## src/rtl/pll_seq_pkg.sv

```systemverilog
package pll_seq_pkg;
   localparam int REG_W     = 32;
   localparam int FB_W      = 8;
   localparam int OD_W      = 3;
   localparam int RANGE_W   = 3;
   localparam int FB_LSB    = 20;
   localparam int OD_LSB    = 16;
   localparam int RANGE_LSB = 4;
   localparam int BIT_LATE  = 29;
   localparam int BIT_LOCK  = 28;
   localparam int BIT_IBYP  = 3;
   localparam int BIT_RST   = 2;
   localparam int BIT_XBYP  = 1;
   localparam int BIT_XEN   = 0;

   typedef enum logic [2:0] {
      ST_IDLE,
      ST_ASSERT_RST,
      ST_PROGRAM,
      ST_RELEASE,
      ST_WAIT_LOCK,
      ST_WAIT_LATE,
      ST_FAST_DIV,
      ST_FAST_END
   } seq_state_t;

   typedef struct packed {
      logic [FB_W-1:0] fb;
      logic [OD_W-1:0] od;
      logic            rst;
      logic            xbyp;
      logic            xen;
   } pll_ctl_t;
endpackage

```

## src/rtl/pll_lock_sync.sv

```systemverilog
module pll_lock_sync #(
   parameter int STAGES = 0
) (
   input  logic clk_i,
   input  logic rst_ni,
   input  logic lock_i,
   input  logic late_i,
   output logic lock_o,
   output logic late_o
);
   generate
      if (STAGES < 0 || STAGES > 4) begin : g_bad_stages
         $error("pll_lock_sync: STAGES must lie in 0..4");
      end
      if (STAGES == 0) begin : g_direct
         assign lock_o = lock_i;
         assign late_o = late_i;
      end else begin : g_sync
         logic [STAGES-1:0] lock_sh;
         logic [STAGES-1:0] late_sh;
         always_ff @(posedge clk_i or negedge rst_ni) begin
            if (!rst_ni) begin
               lock_sh <= '0;
               late_sh <= '0;
            end else begin
               lock_sh <= {lock_sh[STAGES-1:0], lock_i} >> 0;
               late_sh <= {late_sh[STAGES-1:0], late_i} >> 0;
            end
         end
         assign lock_o = lock_sh[STAGES-1];
         assign late_o = late_sh[STAGES-1];
      end
   endgenerate
endmodule

```

## src/rtl/pll_lock_timer.sv

```systemverilog
module pll_lock_timer #(
   parameter int TMO_W = 16
) (
   input  logic             clk_i,
   input  logic             rst_ni,
   input  logic             run_i,
   input  logic [TMO_W-1:0] limit_i,
   output logic             expired_o
);
   logic [TMO_W-1:0] cnt_q;

   generate
      if (TMO_W < 2 || TMO_W > 32) begin : g_bad_width
         $error("pll_lock_timer: TMO_W must lie in 2..32");
      end
   endgenerate

   assign expired_o = run_i && (limit_i != '0) && (cnt_q == limit_i - TMO_W'(1));

   always_ff @(posedge clk_i or negedge rst_ni) begin
      if (!rst_ni)                  cnt_q <= '0;
      else if (!run_i || expired_o) cnt_q <= '0;
      else                          cnt_q <= cnt_q + TMO_W'(1);
   end

   AST_TIMER_BOUND: assert property (@(posedge clk_i) disable iff (!rst_ni)
      (limit_i != '0 && $stable(limit_i)) |-> (cnt_q < limit_i));
endmodule

```

## src/rtl/pll_seq_fsm.sv

```systemverilog
module pll_seq_fsm
   import pll_seq_pkg::*;
#(
   parameter int FB_INIT = 32,
   parameter int OD_INIT = 1
) (
   input  logic            clk_i,
   input  logic            rst_ni,
   input  logic            rate_req_i,
   input  logic [FB_W-1:0] rate_fb_i,
   input  logic [OD_W-1:0] rate_od_i,
   input  logic            prep_req_i,
   input  logic            unprep_req_i,
   input  logic            en_req_i,
   input  logic            dis_req_i,
   input  logic            lock_i,
   input  logic            late_i,
   input  logic            expired_i,
   output logic            run_o,
   output pll_ctl_t        ctl_o,
   output logic            busy_o,
   output logic            done_o,
   output logic            err_o
);
   localparam logic [FB_W-1:0] FB_RST = FB_W'(FB_INIT);
   localparam logic [OD_W-1:0] OD_RST = OD_W'(OD_INIT);

   generate
      if (FB_INIT < 0 || FB_INIT >= (1 << FB_W)) begin : g_bad_fb
         $error("pll_seq_fsm: FB_INIT out of range");
      end
      if (OD_INIT < 0 || OD_INIT >= (1 << OD_W)) begin : g_bad_od
         $error("pll_seq_fsm: OD_INIT out of range");
      end
   endgenerate

   seq_state_t      state_q;
   pll_ctl_t        ctl_q;
   logic [FB_W-1:0] pend_fb_q;
   logic [OD_W-1:0] pend_od_q;
   logic            prep_mode_q;
   logic            done_q;
   logic            err_q;

   assign run_o = (state_q == ST_WAIT_LOCK && !lock_i) ||
                  (state_q == ST_WAIT_LATE && !late_i);

   always_ff @(posedge clk_i or negedge rst_ni) begin
      if (!rst_ni) begin
         state_q     <= ST_IDLE;
         ctl_q       <= '{fb: FB_RST, od: OD_RST, rst: 1'b1, xbyp: 1'b1, xen: 1'b0};
         pend_fb_q   <= '0;
         pend_od_q   <= '0;
         prep_mode_q <= 1'b0;
         done_q      <= 1'b0;
         err_q       <= 1'b0;
      end else begin
         done_q <= 1'b0;
         unique case (state_q)
            ST_IDLE: begin
               if (rate_req_i) begin
                  pend_fb_q   <= rate_fb_i;
                  pend_od_q   <= rate_od_i;
                  err_q       <= 1'b0;
                  prep_mode_q <= 1'b0;
                  ctl_q.xbyp  <= 1'b1;
                  state_q     <= (rate_fb_i != ctl_q.fb) ? ST_ASSERT_RST : ST_FAST_DIV;
               end else if (prep_req_i) begin
                  err_q       <= 1'b0;
                  prep_mode_q <= 1'b1;
                  ctl_q.rst   <= 1'b0;
                  state_q     <= ST_WAIT_LOCK;
               end else if (unprep_req_i) begin
                  ctl_q.rst   <= 1'b1;
               end else if (en_req_i) begin
                  ctl_q.xen   <= 1'b1;
               end else if (dis_req_i) begin
                  ctl_q.xen   <= 1'b0;
               end
            end
            ST_ASSERT_RST: begin
               ctl_q.rst <= 1'b1;
               state_q   <= ST_PROGRAM;
            end
            ST_PROGRAM: begin
               ctl_q.fb <= pend_fb_q;
               ctl_q.od <= pend_od_q;
               state_q  <= ST_RELEASE;
            end
            ST_RELEASE: begin
               ctl_q.rst <= 1'b0;
               state_q   <= ST_WAIT_LOCK;
            end
            ST_WAIT_LOCK: begin
               if (lock_i) begin
                  state_q <= ST_WAIT_LATE;
               end else if (expired_i) begin
                  err_q      <= 1'b1;
                  ctl_q.xbyp <= 1'b1;
                  done_q     <= 1'b1;
                  state_q    <= ST_IDLE;
               end
            end
            ST_WAIT_LATE: begin
               if (late_i) begin
                  if (!prep_mode_q) begin
                     ctl_q.xen  <= 1'b1;
                     ctl_q.xbyp <= 1'b0;
                  end
                  done_q  <= 1'b1;
                  state_q <= ST_IDLE;
               end else if (expired_i) begin
                  err_q      <= 1'b1;
                  ctl_q.xbyp <= 1'b1;
                  done_q     <= 1'b1;
                  state_q    <= ST_IDLE;
               end
            end
            ST_FAST_DIV: begin
               ctl_q.od <= pend_od_q;
               state_q  <= ST_FAST_END;
            end
            ST_FAST_END: begin
               ctl_q.xbyp <= 1'b0;
               done_q     <= 1'b1;
               state_q    <= ST_IDLE;
            end
            default: state_q <= ST_IDLE;
         endcase
      end
   end

   assign ctl_o  = ctl_q;
   assign busy_o = (state_q != ST_IDLE);
   assign done_o = done_q;
   assign err_o  = err_q;

   AST_LATE_AFTER_LOCK: assert property (@(posedge clk_i) disable iff (!rst_ni)
      (state_q == ST_WAIT_LATE && $past(state_q) == ST_WAIT_LOCK) |-> $past(lock_i));
   AST_FAST_KEEPS_RST: assert property (@(posedge clk_i) disable iff (!rst_ni)
      (state_q == ST_FAST_DIV || state_q == ST_FAST_END) |-> $stable(ctl_q.rst));
   AST_DONE_ONE_CYCLE: assert property (@(posedge clk_i) disable iff (!rst_ni)
      done_q |=> !done_q);
endmodule

```

## src/rtl/pll_reg_pack.sv

```systemverilog
module pll_reg_pack
   import pll_seq_pkg::*;
#(
   parameter int RANGE_CODE = 2
) (
   input  pll_ctl_t         ctl_i,
   input  logic             lock_i,
   input  logic             late_i,
   output logic [REG_W-1:0] word_o
);
   generate
      if (RANGE_CODE < 0 || RANGE_CODE >= (1 << RANGE_W)) begin : g_bad_range
         $error("pll_reg_pack: RANGE_CODE out of range");
      end
   endgenerate

   always_comb begin
      word_o                            = '0;
      word_o[BIT_LATE]                  = late_i;
      word_o[BIT_LOCK]                  = lock_i;
      word_o[FB_LSB +: FB_W]            = ctl_i.fb;
      word_o[OD_LSB +: OD_W]            = ctl_i.od;
      word_o[RANGE_LSB +: RANGE_W]      = RANGE_W'(RANGE_CODE);
      word_o[BIT_IBYP]                  = 1'b0;
      word_o[BIT_RST]                   = ctl_i.rst;
      word_o[BIT_XBYP]                  = ctl_i.xbyp;
      word_o[BIT_XEN]                   = ctl_i.xen;
   end
endmodule

```

## src/rtl/pll_reconfig_seq.sv

```systemverilog
module pll_reconfig_seq
   import pll_seq_pkg::*;
#(
   parameter int FB_INIT    = 32,
   parameter int OD_INIT    = 1,
   parameter int RANGE_CODE = 2,
   parameter int TMO_W      = 16,
   parameter int SYNC_STG   = 0
) (
   input  logic             clk_i,
   input  logic             rst_ni,
   input  logic             rate_req_i,
   input  logic [7:0]       rate_fb_i,
   input  logic [2:0]       rate_od_i,
   input  logic             prep_req_i,
   input  logic             unprep_req_i,
   input  logic             en_req_i,
   input  logic             dis_req_i,
   input  logic [TMO_W-1:0] tmo_limit_i,
   input  logic             pll_lock_i,
   input  logic             pll_late_lock_i,
   output logic [31:0]      pll_ctrl_o,
   output logic             busy_o,
   output logic             done_o,
   output logic             err_o
);
   logic     lock_s;
   logic     late_s;
   logic     run;
   logic     expired;
   pll_ctl_t ctl;

   pll_lock_sync #(.STAGES(SYNC_STG)) u_sync (
      .clk_i  (clk_i),
      .rst_ni (rst_ni),
      .lock_i (pll_lock_i),
      .late_i (pll_late_lock_i),
      .lock_o (lock_s),
      .late_o (late_s)
   );

   pll_lock_timer #(.TMO_W(TMO_W)) u_timer (
      .clk_i     (clk_i),
      .rst_ni    (rst_ni),
      .run_i     (run),
      .limit_i   (tmo_limit_i),
      .expired_o (expired)
   );

   pll_seq_fsm #(.FB_INIT(FB_INIT), .OD_INIT(OD_INIT)) u_fsm (
      .clk_i        (clk_i),
      .rst_ni       (rst_ni),
      .rate_req_i   (rate_req_i),
      .rate_fb_i    (rate_fb_i),
      .rate_od_i    (rate_od_i),
      .prep_req_i   (prep_req_i),
      .unprep_req_i (unprep_req_i),
      .en_req_i     (en_req_i),
      .dis_req_i    (dis_req_i),
      .lock_i       (lock_s),
      .late_i       (late_s),
      .expired_i    (expired),
      .run_o        (run),
      .ctl_o        (ctl),
      .busy_o       (busy_o),
      .done_o       (done_o),
      .err_o        (err_o)
   );

   pll_reg_pack #(.RANGE_CODE(RANGE_CODE)) u_pack (
      .ctl_i  (ctl),
      .lock_i (pll_lock_i),
      .late_i (pll_late_lock_i),
      .word_o (pll_ctrl_o)
   );

   AST_DIV_UNDER_RESET: assert property (@(posedge clk_i) disable iff (!rst_ni)
      !$stable(pll_ctrl_o[27:20]) |-> pll_ctrl_o[2]);
   AST_UNPARK_WITH_DONE: assert property (@(posedge clk_i) disable iff (!rst_ni)
      $fell(pll_ctrl_o[1]) |-> done_o);
   AST_DONE_NOT_BUSY: assert property (@(posedge clk_i) disable iff (!rst_ni)
      done_o |-> !busy_o);
   AST_ERR_PARKED: assert property (@(posedge clk_i) disable iff (!rst_ni)
      err_o |-> pll_ctrl_o[1]);
endmodule

```

## config.mk

```make
export PLATFORM = sky130hd
export DESIGN_NAME = pll_reconfig_seq
export DESIGN_NICKNAME = d
export VERILOG_FILES = /design/src/rtl/pll_seq_pkg.sv /design/src/rtl/pll_lock_sync.sv /design/src/rtl/pll_lock_timer.sv /design/src/rtl/pll_seq_fsm.sv /design/src/rtl/pll_reg_pack.sv /design/src/rtl/pll_reconfig_seq.sv
export SDC_FILE = /design/constraint.sdc
export NUM_CORES = 1
export LEC_CHECK = 0
export BUFFER_PORTS_ARGS = -buffer_cell sky130_fd_sc_hd__buf_2
export CAP_MARGIN = 20
export CORE_ASPECT_RATIO = 1.5
export CORE_MARGIN = 4
export CORE_UTILIZATION = 25
export DETAILED_ROUTE_END_ITERATION = 12
export SLEW_MARGIN = 5
export SYNTH_ARGS = -nofsm -noshare
export SYNTH_HDL_FRONTEND = slang
export SYNTH_SLANG_ARGS = --single-unit
```

## constraint.sdc

```tcl
create_clock -name clk_i -period 6 [get_ports clk_i]
set_clock_uncertainty 0.15 [all_clocks]
set_input_delay 0.9 -clock clk_i [delete_from_list [all_inputs] [get_ports clk_i]]
set_output_delay 0.9 -clock clk_i [all_outputs]
set_load 0.005 [all_outputs]
```

[Yosys cells after proc, flatten, opt, wreduce, memory -nomap -nowiden]
Cells that the tools add are included.
Word-level totals
  output and inout port bits: 35
  register bits: 47
  word-level logic and storage cells: 96
  input port bits: 36
Cells by class
  add/subtract/negate cells: 2
  reductions and logical operators: 24
  muxes and demuxes: 37
  equal/unequal tests: 21
Operators by type and width (count)
  3-bit case mux with 8 select lines: 1
  1-bit two-way mux: 23
  3-bit two-way mux: 6
  16-bit by 1-bit adder with 16-bit output, second input constant: 1
  16-bit == test: 1
  16-bit two-way mux: 1
  2-bit inequality test, second input constant: 8
  16-bit nonzero test: 1
  16-bit by 1-bit subtractor with 16-bit output, second input constant: 1
  3-bit == test, second input constant: 4
  3-bit inequality test, second input constant: 4
  1-bit case mux with 3 select lines: 3
  3-bit nonzero test: 3
  8-bit inequality test: 1
  4-bit AND reduction: 2
  7-bit AND reduction: 1
  3-bit by 2-bit == test with 1-bit output, second input constant: 2
  1-bit logical AND: 4
  1-bit case mux with 4 select lines: 1
  2-bit AND reduction: 2
  2-bit nonzero test: 2
  4-bit nonzero test: 1
  3-bit by 1-bit == test with 1-bit output, second input constant: 1
  1-bit zero test: 3
  6 further kinds: 7

[Depth between registers and ports, before layout]
Gate-level depths: netlist of the first run.
  depth in word-level cells: 8
  gate-level depth with buffers: 10
  mapped depth without buffers: 8

[Cells and area by module]
A second synthesis of the first run with hierarchy kept.
Second synthesis, totals
  cell total of the unflattened synthesis: 358
  area, all modules: 3128.0 um^2
By module, submodules not included
  pll_seq_fsm: area each 1506.4 um^2, cells each 156, seq. area each 780.7 um^2, times used 1
  pll_lock_timer: area each 1358.8 um^2, cells each 166, seq. area each 400.4 um^2, times used 1
  pll_reg_pack: area each 247.7 um^2, cells each 34, seq. area each 0.0 um^2, times used 1
  pll_lock_sync: area each 15.0 um^2, cells each 2, seq. area each 0.0 um^2, times used 1

[Worst setup path after synthesis of the first run]
No wires, ideal clock.
  kind: input to register
  start: input tmo_limit_i[0]
  end: register u_fsm.ctl_q (netlist bit u_fsm.ctl_o[1])
  data arrival time: 2.920 ns
  stages on the path: 9
  path buffers: 1
  path slack: 2.843 ns
  required time: 5.764 ns
  library setup time: 0.086 ns
  cells stage by stage: inv_1 > ha_1 > buf_2 > or4b_2 > o311ai_1 > o311ai_0 > nand4_1 > and4bb_1 > o41a_1
Between the ends
  word-level cells in the longest chain between the ends: 6
  elaborated cells between the ends (all ways): 9
  those cells by class: 1 x add/sub; 1 x eq/ne; 4 x mux; 3 x reduce/logical
Ends and longest elaborated chain
  start: declaration: RTL line pll_reconfig_seq.sv:19  | input logic [TMO_W-1:0] tmo_limit_i,
  16-bit by 1-bit subtractor with 16-bit output or 16-bit nonzero test (tied branches): RTL line pll_lock_timer.sv:18  | assign expired_o = run_i && (limit_i != '0) && (cnt_q == limit_i - TMO_W'(1));
  16-bit == test or 1-bit logical AND (tied branches): RTL line pll_lock_timer.sv:18
  1-bit logical AND *: RTL line pll_lock_timer.sv:18
  1-bit two-way mux *
  1-bit two-way mux (on tied branches)
  1-bit case mux with 4 select lines *
  end signal: assignment: RTL line pll_seq_fsm.sv:51  | ctl_q <= '{fb: FB_RST, od: OD_RST, rst: 1'b1, xbyp: 1'b1, xen: 1'b0};
  end: declaration: RTL line pll_seq_fsm.sv:38  | pll_ctl_t ctl_q;
Mark *: on every way between the ends. The rest lies on a longest branch, timed or not. The select of a mux whose other input is x is not followed.
A chain may end at the register's enable or synchronous reset.

[Worst setup path after layout of the first run]
  start: input tmo_limit_i[0]
  end: register u_fsm.state_q[2]
Between the ends
  word-level cells in the longest chain between the ends: 6
  elaborated cells between the ends (all ways): 9
  those cells by class: 1 x add/sub; 1 x eq/ne; 4 x mux; 3 x reduce/logical
Ends and longest elaborated chain
  16-bit by 1-bit subtractor with 16-bit output or 16-bit nonzero test (tied branches): RTL line pll_lock_timer.sv:18
  16-bit == test or 1-bit logical AND (tied branches): RTL line pll_lock_timer.sv:18
  1-bit logical AND *: RTL line pll_lock_timer.sv:18
  3-bit two-way mux *
  3-bit two-way mux (on tied branches)
  3-bit case mux with 8 select lines *
  end signal: assignment: RTL line pll_seq_fsm.sv:67  | state_q <= (rate_fb_i != ctl_q.fb) ? ST_ASSERT_RST : ST_FAST_DIV;
  end: declaration: RTL line pll_seq_fsm.sv:37  | seq_state_t state_q;
Mark *: on every way between the ends. The rest lies on a longest branch, timed or not.

==> metrics.txt, run 1 <==
Layout area overhead=16.7%; DRT iter0 DRCs=70; crit path capture=u_fsm.state_q[2]; vias per cell=4.76; hpwl dp=5190 um; asr flop ratio synth=100%; drt drc=0; Distinct cells, synth=53; CTS buffer count=5; CP arrival=3540 ps; post-CTS setup buffer count=0; Post-Syn Instances=303; Clock transition at path regs=60 ps; sequential share of the synthesized area=40.4%; PortBufs=54; Top-Level Pins=71; Syn Area/Cell=9.64 um2; H-tree depth=2; area of the mapped netlist=2920 um2; most common cell after layout, fill and taps aside=buf_2; Die X=96.2 um; RR Endpoint=u_fsm.state_q[2]; Initial Utilization=25.5%; Max Cap Violations=0; NumNets Final=387; unrepaired setup endpoints after global routing=no; vias in the first global route=2364; worst-case clock buffer depth=2; Pleak=1.42 nW; CP endpoint kind=flip-flop; Rel. slew slack=31.5%; vias=2375; Crit Path Max Fanout=21; Post-CTS Resized=0; minimum clock period=3560 ps; Fmax=281 MHz; Setup TNS=0 ps; latest clock arrival within the worst-skew pair=280 ps; status=finished, final reports clean; Worst R2R Path Depth=6; Yosys reg bits=47; startpoint types=input port; final hold viol count=0; Antenna Nets Post-Route=0; fin. max-slew vios=0; Die ar.=13500 um2; core area=11500 um2; layout cell share with drive strength beyond 1=26.1%; Final Power=0.00120 W; final wirelength=6790 um; Placer Congestion=0.929; period utilisation layout=59.3%; die height=140 um; slack of the worst reg-to-reg path=2670 ps; Main synth FF type=dfrtp_1; Worst Hold Class=reg2reg; maximum vdd ir drop=0.000207 V; clock sink count=47; first-pass GRT wire length=11100 um; Critical Path Start=tmo_limit_i[0]; worst path required time=5990 ps; WL/cell=13.6 um; Yosys warning count=0; PD cells=351 nW/um2; leading cell types in the layout, fill and taps excluded=buf_2, dfrtp_1, nor3_1; initial antenna violation count=0; Root Driver=clkbuf_16; worst setup path class=in2reg; final setup fails=0; CTS Hold Buffers Added=0; ANT cells=0; worst-margin pin slew=1020 ps; r2r startpoint=u_fsm.state_q[0]; largest net degree at the start of global routing=48; CTS tree=yes; total gr overflow=0; drt pass-1 iters=6; Post-synth EDFFs=0; row cnt=48; GRT Overall Usage=10.3%
## where the power goes
part	switching, W	internal [W]
clock	0.000112	0.000165
combinational	0.000178	0.000203
sequential	0.000105	0.000433
total	0.000395	0.000801
## layout make-up
class,count,area [um2]
Tap cell,150,188
Sequential cell,47,1180
Clock inverter,1,5.00
Fill cell,1210,8060
Timing Repair Buffer,55,298
Inverter,8,30.0
Multi-Input combinational cell,231,1560
Clock buffer,7,143
## per-stage QoR
step	util, %	worst slack (ps)	instances	hold WS, ps	area, um2
after floorplan	-	2840	317	285	2970
after global placement	28.2	2190	490	298	3230
after detailed placement	28.2	2110	490	306	3230
after CTS	29.5	2420	498	326	3380
after global routing	29.7	2220	499	342	3410
final	29.7	2440	499	323	3410
## Yosys cell counts, types with 2 or more instances
cell / number / share of area (%)
nand3_1: 8 / 1.4
nand2b_1: 2 / 0.43
o21bai_1: 2 / 0.51
dfstp_2: 4 / 3.6
clkbuf_1: 8 / 1.0
nor3b_1: 2 / 0.51
buf_2: 2 / 0.34
nor2_1: 14 / 1.8
a2bb2oi_1: 2 / 0.60
and4_1: 2 / 0.60
nand4b_1: 2 / 0.60
conb_1: 2 / 0.26
a21oi_1: 3 / 0.51
and3_1: 4 / 0.86
xnor2_1: 27 / 8.1
or4_1: 2 / 0.51
o22a_1: 2 / 0.60
a31oi_1: 3 / 0.64
nor4_1: 6 / 1.3
ha_1: 3 / 1.3
nor4b_1: 2 / 0.60
buf_4: 19 / 4.9
or3_1: 2 / 0.43
nor3_1: 28 / 4.8
mux2_2: 20 / 7.7
nand4_1: 8 / 1.7
nand2_1: 26 / 3.3
o21ai_0: 10 / 1.7
dfrtp_1: 43 / 37
xor2_1: 15 / 4.5
inv_1: 8 / 1.0
## worst max-delay path, cell delays in order
cell and delay (ps):
buf_2 140, inv_1 80, ha_1 310, or4b_2 670, nor4b_2 290, xnor2_1 100, nor3_1 180, and4bb_1 710
o21ai_0 150
## how the worst min path moves through the flow
stage          cells after the start  slack [ps]          startpoint             end
2_1_floorplan                      2         280  u_fsm.pend_od_q[1]  u_fsm.ctl_o[4]
3_3_place_gp                       2         300  u_fsm.pend_od_q[2]  u_fsm.ctl_o[5]
3_5_place_dp                       2         310  u_fsm.pend_od_q[2]  u_fsm.ctl_o[5]
4_1_cts                            2         330      u_fsm.ctl_o[3]  u_fsm.ctl_o[3]
5_1_grt                            2         340      u_fsm.ctl_o[3]  u_fsm.ctl_o[3]
6_report                           2         320      u_fsm.ctl_o[3]  u_fsm.ctl_o[3]
## logic make-up (layout without fill, tap and decap cells)
logic type | count (synthesis) | after routing | share of synthesized area [%]
simple gates | 114 | 114 | 20.8
flops | 47 | 47 | 40.4
xor+xnor | 42 | 42 | 12.6
buf+inv | 39 | 71 | 7.80
compound gates | 35 | 35 | 8.74
mux | 21 | 21 | 8.05
fa+ha+maj | 3 | 3 | 1.29
other cells | 2 | 16 | 0.257
## registers in the layout, indices dropped and copies added (netlist names)
register / cells
u_fsm.done_o: 1
u_timer.cnt_q: 16
u_fsm.state_q: 3
u_fsm.pend_fb_q: 8
u_fsm.ctl_o: 14
u_fsm.err_o: 1
u_fsm.pend_od_q: 3
u_fsm.prep_mode_q: 1
## metal layers
| layer | up-vias | GRT usage, % | routed length (um) |
|---|---|---|---|
| met4 | 0 | 5.47 | 276 |
| li1 | 1136 | - | - |
| met1 | 1116 | 13.1 | 2890 |
| met3 | 23 | 2.15 | 483 |
| met5 | - | 0 | 0 |
| met2 | 100 | 16.0 | 3140 |
Power figures use the tool's default switching activity.
==> run 2: changes to the inputs <==
--- a/config.mk
+++ b/config.mk
@@ -5,6 +5,7 @@
 export SDC_FILE = /design/constraint.sdc
 export NUM_CORES = 1
 export LEC_CHECK = 0
+export ABC_AREA = 1
 export BUFFER_PORTS_ARGS = -buffer_cell sky130_fd_sc_hd__buf_2
 export CAP_MARGIN = 20
 export CORE_ASPECT_RATIO = 1.5
==> constraint.sdc (replaced) <==
create_clock -name clk_i -period 3.6 [get_ports clk_i]
set_clock_uncertainty 0.15 [all_clocks]
set_input_delay 0.54 -clock clk_i [delete_from_list [all_inputs] [get_ports clk_i]]
set_output_delay 0.54 -clock clk_i [all_outputs]
set_load 0.005 [all_outputs]
==> run 2 against run 1 <==
Sequential cell count did not move. Critical endpoint is now u_timer.cnt_q[14]. Worst hold slack got worse by 330 ps. Sequential share of layout area fell by 3.1 points. Clock-buffer cell count fell by 2. Largest cell class unchanged. The run now ends with hold timing left. Setup slack got worse by 1100 ps.
==> metrics.txt, run 2 <==
minimum clock period=2270 ps; Pint=0.00139 W (was 0.000801 W); hold slack final=-4.60 ps (was 323 ps); Fmax=440 MHz; die height=146 um (was 140 um); routing usage on met2=18.6% (was 16.0%); unrepaired setup endpoints after global routing=no (unchanged); synth top area cells=dfrtp_1, nand2_1, inv_1, nor2_1, xor2_1 (was dfrtp_1, xnor2_1, mux2_2, buf_4, nor3_1); Yosys reg bits=47 (unchanged); part of the power in the clock network=28.0% (was 23.2%); asr flop ratio synth=100% (unchanged); Max stage delay on crit path=430 ps (was 710 ps); CTS tree=yes (unchanged); total gr overflow=0 (unchanged); final setup fails=0 (unchanged); Die X=100 um (was 96.2 um); max reg flops=16 (unchanged); multi-input logic area=1670 um2 (was 1560 um2); most common cell after layout, fill and taps aside=nand2_1 (was buf_2); Switch Pwr=0.000737 W (was 0.000395 W); Top reg by flops=u_timer.cnt_q (unchanged); CTS Hold Buffers Added=0 (unchanged); failing checks=hold timing; final instance area=3750 um2 (was 3410 um2); Distinct cells, synth=34 (was 53); Root Driver=clkbuf_16 (unchanged); vias in the first global route=2889 (was 2364); worst-case clock buffer depth=2 (unchanged); hpwl dp=6080 um (was 5190 um); clock sink count=47 (unchanged); Clock transition at path regs=70 ps (was 60 ps); Combinational Power Share=33.2% (was 31.9%); vias per cell=4.32 (was 4.76); post-CTS setup buffer count=0 (unchanged); CTS buffer count=5 (unchanged); drt drc=0 (unchanged); Post-synth EDFFs=0 (unchanged); placed inst area=3530 um2 (was 3230 um2); Post-CTS Resized=0 (unchanged); Yosys warning count=0 (unchanged); Syn Area/Cell=7.15 um2 (was 9.64 um2); CP endpoint kind=flip-flop (unchanged); Initial Utilization=25.5% (about the same); Commonest cells post-synth=nand2_1, inv_1, nor2_1 (was dfrtp_1, nor3_1, xnor2_1); NumNets Final=539 (was 387); Setup TNS=0 ps (unchanged); PortBufs=54 (unchanged); maximum vdd ir drop=0.000342 V (was 0.000207 V); Net Sw Frac=34.7% (was 33.0%); filler cell count=1340 (was 1210); final wirelength=7510 um (was 6790 um); initial antenna violation count=0 (unchanged); ANT cells=0 (unchanged); period utilisation layout=63.1%; CP arrival=2290 ps (was 3540 ps); WL/cell=11.4 um (was 13.6 um); DRT iter0 DRCs=74 (was 70); Die ar.=14600 um2 (was 13500 um2); layout cell share with drive strength beyond 1=21.2% (was 26.1%); Layout area overhead=18.1% (was 16.7%); Top-Level Pins=71 (unchanged); row cnt=50 (was 48); Worst Hold Class=in2async (was reg2reg); most frequent cell after synthesis=nand2_1 (was dfrtp_1); Max Cap Violations=0 (unchanged); fin. max-slew vios=0 (unchanged); Main synth FF type=dfrtp_1 (unchanged); status=finished with violations (was finished, final reports clean); worst setup path class=reg2reg (was in2reg); area of the mapped netlist=3170 um2 (was 2920 um2); FF+latch area=1180 um2 (unchanged); worst path required time=3620 ps (was 5990 ps); Synth top area share=33.9% (was 36.8%); final non-filler cell total=657 (was 499); met3 usage=2.97% (was 2.15%); H-tree depth=2 (unchanged); Post-Syn Instances=444 (was 303); first-pass GRT wire length=12700 um (was 11100 um); PD cells=567 nW/um2 (was 351 nW/um2); Placed Cells=648 (was 490); startpoint types=flip-flop (was input port); final hold viol count=5 (was 0); sequential power share=38.8% (was 45.0%); latest clock arrival within the worst-skew pair=290 ps (was 280 ps); core area=12400 um2 (was 11500 um2); Antenna Nets Post-Route=0 (unchanged); Slowest-stage cell, CP=dfrtp_1 (was and4bb_1); largest net degree at the start of global routing=48 (unchanged); CP cell instances=ha_1, nand2_1, inv_1, nand2_1, nor2_2, nand2_1, nor2_1, nand3_1, inv_1, nand3_1, inv_1, nand3_1, xor2_1, nor2_2 (was buf_2, inv_1, ha_1, or4b_2, nor4b_2, xnor2_1, nor3_1, and4bb_1, o21ai_0); grt met1 use=11.8% (was 13.1%); GRT Overall Usage=10.6% (was 10.3%); Placer Congestion=0.862 (was 0.929); leading cell types in the layout, fill and taps excluded=nand2_1, inv_1, buf_2 (was buf_2, dfrtp_1, nor3_1); Crit Path Max Fanout=5 (was 21); sequential share of the synthesized area=37.2% (was 40.4%); vias=2841 (was 2375); drt pass-1 iters=4 (was 6); Pleak=1.92 nW (was 1.42 nW); global routing's busiest layer=met2 (unchanged); post-synth top area cell=dfrtp_1 (unchanged)
[run 2: cell count changes after synthesis, sizes merged, moves of 18 or more]
cell,previous run,this run
inv,8,56
nand2,26,149
nand3,8,26
nor2,14,70
nor3,28,9
xnor2,27,3
[run 2: critical path: cells and delay by family (launching register included)]
kind                     cells  cell delay [ps]
adder cells (fa/ha/maj)      1              200
AND/OR/NAND/NOR              9              900
buffers and inverters        3              270
XOR/XNOR                     1              180
flip-flops                   1              430
[run 2: power by group through the flow]
| stage | Clock (W) | Combinational (W) | Sequential, W |
|---|---|---|---|
| global route | 0.000637 | 0.000813 | 0.000848 |
| floorplan | 0 | 0.000511 | 0.000814 |
| global placement | 0 | 0.000703 | 0.000825 |
| finish | 0.000594 | 0.000706 | 0.000824 |
| CTS | 0.000616 | 0.000714 | 0.000825 |
| detailed placement | 0 | 0.000710 | 0.000831 |
[run 2: final timing paths]
path	startpoint	cells after the start	slack [ps]	to
hold reg to reg	u_fsm.ctl_o[3]	2	320	u_fsm.ctl_o[3]
setup / recovery	u_timer.cnt_q[0]	14	1330	u_timer.cnt_q[14]
max in group asynchronous	rst_ni	2	2740	u_fsm.ctl_o[11]
min in group clk_i	rate_od_i[0]	3	300	u_fsm.pend_od_q[0]
hold / removal	rst_ni	1	-5	u_fsm.ctl_o[4]
setup reg to reg	u_timer.cnt_q[0]	14	1330	u_timer.cnt_q[14]
[run 2: final cells by class]
cell class | instances | share of cell area [%]
sequential | 47 | 31.5
tap | 156 | 5.21
multi-input combinational | 334 | 44.6
timing repair buffer | 56 | 7.95
clock inverter | 3 | 1.80
inverter | 56 | 5.61
clock buffer | 5 | 3.34
[run 2: metrics by stage]
step / total power, W / worst slack [ps] / util (%) / hold WS (ps)
6_report: 0.00212 / 1330 / 30.1 / -4.60
5_1_grt: 0.00230 / 1010 / 30.1 / 3.11
4_1_cts: 0.00215 / 1320 / 29.9 / 291
3_5_place_dp: 0.00154 / 1040 / 28.4 / 305
3_3_place_gp: 0.00153 / 1110 / 28.4 / 301
2_1_floorplan: 0.00133 / 1400 / - / 94.4
[run 2: cells by family after synthesis]
kind of cell	after synthesis	share of synthesized area [%]
compound gates	25	4.69
xor+xnor	19	5.24
fa+ha+maj	3	1.18
buf+inv	77	11.8
flops	47	37.2
mux	7	2.48
other cells	2	0.237
simple gates	264	37.1
[run 2: per-layer routing]
metal / routed length (um) / vias to the layer above / part of all wire (%)
li1: - / 1451 / -
met2: 3550 / 100 / 47
met4: 238 / 0 / 3.2
met5: 0 / - / 0
met1: 3160 / 1274 / 42
met3: 560 / 16 / 7.5
==> run 3: changes to the inputs <==
--- a/config.mk
+++ b/config.mk
@@ -5,7 +5,7 @@
 export SDC_FILE = /design/constraint.sdc
 export NUM_CORES = 1
 export LEC_CHECK = 0
-export ABC_AREA = 1
+export ABC_AREA = 0
 export BUFFER_PORTS_ARGS = -buffer_cell sky130_fd_sc_hd__buf_2
 export CAP_MARGIN = 20
 export CORE_ASPECT_RATIO = 1.5
==> constraint.sdc (replaced) <==
create_clock -name clk_i -period 2.05 [get_ports clk_i]
set_clock_uncertainty 0.15 [all_clocks]
set_input_delay 0.3075 -clock clk_i [delete_from_list [all_inputs] [get_ports clk_i]]
set_output_delay 0.3075 -clock clk_i [all_outputs]
set_load 0.005 [all_outputs]
==> run 3 against run 2 <==
Critical path type is now in2reg. Sequential share of layout area fell by 2.1 points. Power increased by 79%. Routed wire length down 1.1%. Die area is 7.4% lower. The run ends with setup timing left. Cell count shrank 16%. Core utilization is 4.9 points higher. Design area is 7.1% higher. Setup slack worse by 1600 ps. Global-route usage rose by 0.73 points.
==> metrics.txt, run 3 (synthesized netlist as in run 1, its figures left out) <==
pre-CTS WS=-553 ps (was 1040 ps); Pint=0.00258 W (was 0.00139 W); final instance area=4010 um2 (was 3750 um2); CP cell instances=buf_6, inv_2, ha_4, or4b_4, nor4b_2, xnor2_1, nor3_1, and4bb_4, buf_12, o41a_1 (was ha_1, nand2_1, inv_1, nand2_1, nor2_2, nand2_1, nor2_1, nand3_1, inv_1, nand3_1, inv_1, nand3_1, xor2_1, nor2_2); startpoint types=input port (was flip-flop); Clock transition at path regs=60 ps (was 70 ps); Final WS setup=-252 ps (was 1330 ps); Top reg by flops=u_timer.cnt_q (unchanged); worst path required time=2100 ps (was 3620 ps); CTS tree=yes (unchanged); GRT Overall Usage=11.3% (was 10.6%); most common cell after layout, fill and taps aside=buf_2 (was nand2_1); sequential power share=38.4% (was 38.8%); max reg flops=16 (unchanged); period utilisation layout=112%; CP delay by family, top=simple AND/OR/NAND/NOR gates (unchanged); Final Power=0.00381 W (was 0.00212 W); fin. max-slew vios=0 (unchanged); H-tree depth=2 (unchanged); PortBufs=54 (unchanged); final wirelength=7430 um (was 7510 um); Die X=96.2 um (was 100 um); largest net degree at the start of global routing=40 (was 48); slack of the worst reg-to-reg path=-200 ps (was 1330 ps); total gr overflow=0 (unchanged); Placer Congestion=0.876 (was 0.862); part of the power in the clock network=23.8% (was 28.0%); Worst Hold Class=in2reg (was in2async); final setup fails=21 (was 0); hpwl dp=5670 um (was 6080 um); maximum vdd ir drop=0.000673 V (was 0.000342 V); CP endpoint kind=flip-flop (unchanged); DRT iter0 DRCs=60 (was 74); clock sink count=47 (unchanged); worst-case clock buffer depth=2 (unchanged); status=finished with violations (unchanged); layout cell share with drive strength beyond 1=40.1% (was 21.2%); worst setup path class=in2reg (was reg2reg); CTS buffer count=5 (unchanged); WL/cell=13.5 um (was 11.4 um); row cnt=48 (was 50); buffer and inverter count on the worst path=3 (unchanged); Max Cap Violations=0 (unchanged); final hold viol count=0 (was 5); NumNets Final=439 (was 539); placed inst area=3650 um2 (was 3530 um2); ANT cells=0 (unchanged); Crit Path Max Fanout=11 (was 5); Die ar.=13500 um2 (was 14600 um2); drt pass-1 iters=4 (unchanged); Root Driver=clkbuf_16 (unchanged); Net Sw Frac=32.2% (was 34.7%); Antenna Nets Post-Route=0 (unchanged); Pleak=1.72 nW (was 1.92 nW); minimum clock period=2300 ps; Top-Level Pins=71 (unchanged); Fmax=434 MHz; vias=2571 (was 2841); PD cells=950 nW/um2 (was 567 nW/um2); Max stage delay on crit path=480 ps (was 430 ps); leading cell types in the layout, fill and taps excluded=buf_2, buf_4, dfrtp_1 (was nand2_1, inv_1, buf_2); Initial Utilization=25.5% (about the same); die height=140 um (was 146 um); Slowest-stage cell, CP=or4b_4 (was dfrtp_1); initial antenna violation count=0 (unchanged); Combinational Power Share=37.8% (was 33.2%); first-pass GRT wire length=12300 um (was 12700 um); Layout area overhead=37.4% (was 18.1%); failing checks=setup timing (was hold timing); vias in the first global route=2663 (was 2889); CP arrival=2350 ps (was 2290 ps); vias per cell=4.67 (was 4.32); hold slack final=72.0 ps (was -4.60 ps); Switch Pwr=0.00123 W (was 0.000737 W); core area=11500 um2 (was 12400 um2); latest clock arrival within the worst-skew pair=280 ps (was 290 ps); unrepaired setup endpoints after global routing=yes (was no); drt drc=0 (unchanged)
==> run 3: area by class of cell <==
type / count / area (um2)
fillers: 1150 / 7460
multi-input cells: 231 / 1700
flip-flops and latches: 47 / 1180
repair buffers: 107 / 754
well taps: 150 / 188
clock buffers: 7 / 133
clock inverters: 1 / 30.0
inverters: 8 / 30.0
==> run 3: stage by stage <==
step	cells	utilization, %	setup TNS (ps)
detailed placement	538	31.8	-10060
global route	551	35.0	-5060
CTS	552	34.7	-3710
global placement	538	31.8	-9750
finish	551	35.0	-3750
floorplan	317	-	-6290
==> run 3: routing by layer <==
layer,wire (um),GRT usage (%),vias up,part of all wire (%)
met5,0,0,-,0
met4,146,4.20,0,2.0
met3,545,2.79,11,7.3
met2,3830,19.8,86,52
met1,2900,13.0,1235,39
li1,-,-,1239,-
==> run 3: timing repair <==
item / CTS / global route
endpoints found under the setup margin: 21 / 21
hold buffers: 1 / 0
hold endpoints to repair: 8 / 0
resized for setup: 16 / 13
pin swaps: 2 / 4
gates cloned: 2 / 0
setup buffers: 3 / 0
==> run 3: final timing paths <==
| kind | start | to | depth (start not counted) |
|---|---|---|---|
| worst min-delay path | en_req_i | u_fsm.ctl_o[0] | 3 |
| worst max register to register | u_timer.cnt_q[2] | u_timer.cnt_q[2] | 8 |
| worst max-delay path | tmo_limit_i[0] | u_fsm.ctl_o[1] | 10 |
| min in group asynchronous | rst_ni | u_fsm.ctl_o[12] | 2 |
| worst min register to register | u_fsm.ctl_o[3] | u_fsm.ctl_o[3] | 2 |
| max in group asynchronous | rst_ni | u_fsm.ctl_o[2] | 3 |
==> run 3: power by group through the flow <==
| stage | registers [W] | logic (W) | clock network [W] |
|---|---|---|---|
| 2_1_floorplan | 0.00148 | 0.000854 | 0 |
| 3_3_place_gp | 0.00146 | 0.00139 | 0 |
| 3_5_place_dp | 0.00148 | 0.00141 | 0 |
| 4_1_cts | 0.00147 | 0.00144 | 0.000932 |
| 5_1_grt | 0.00151 | 0.00162 | 0.000967 |
| 6_report | 0.00147 | 0.00144 | 0.000906 |
==> run 3: worst min-delay path: cells and delay by family <==
family | cells | cell delay (ps)
buf+inv | 1 | 70
simple gates | 2 | 90
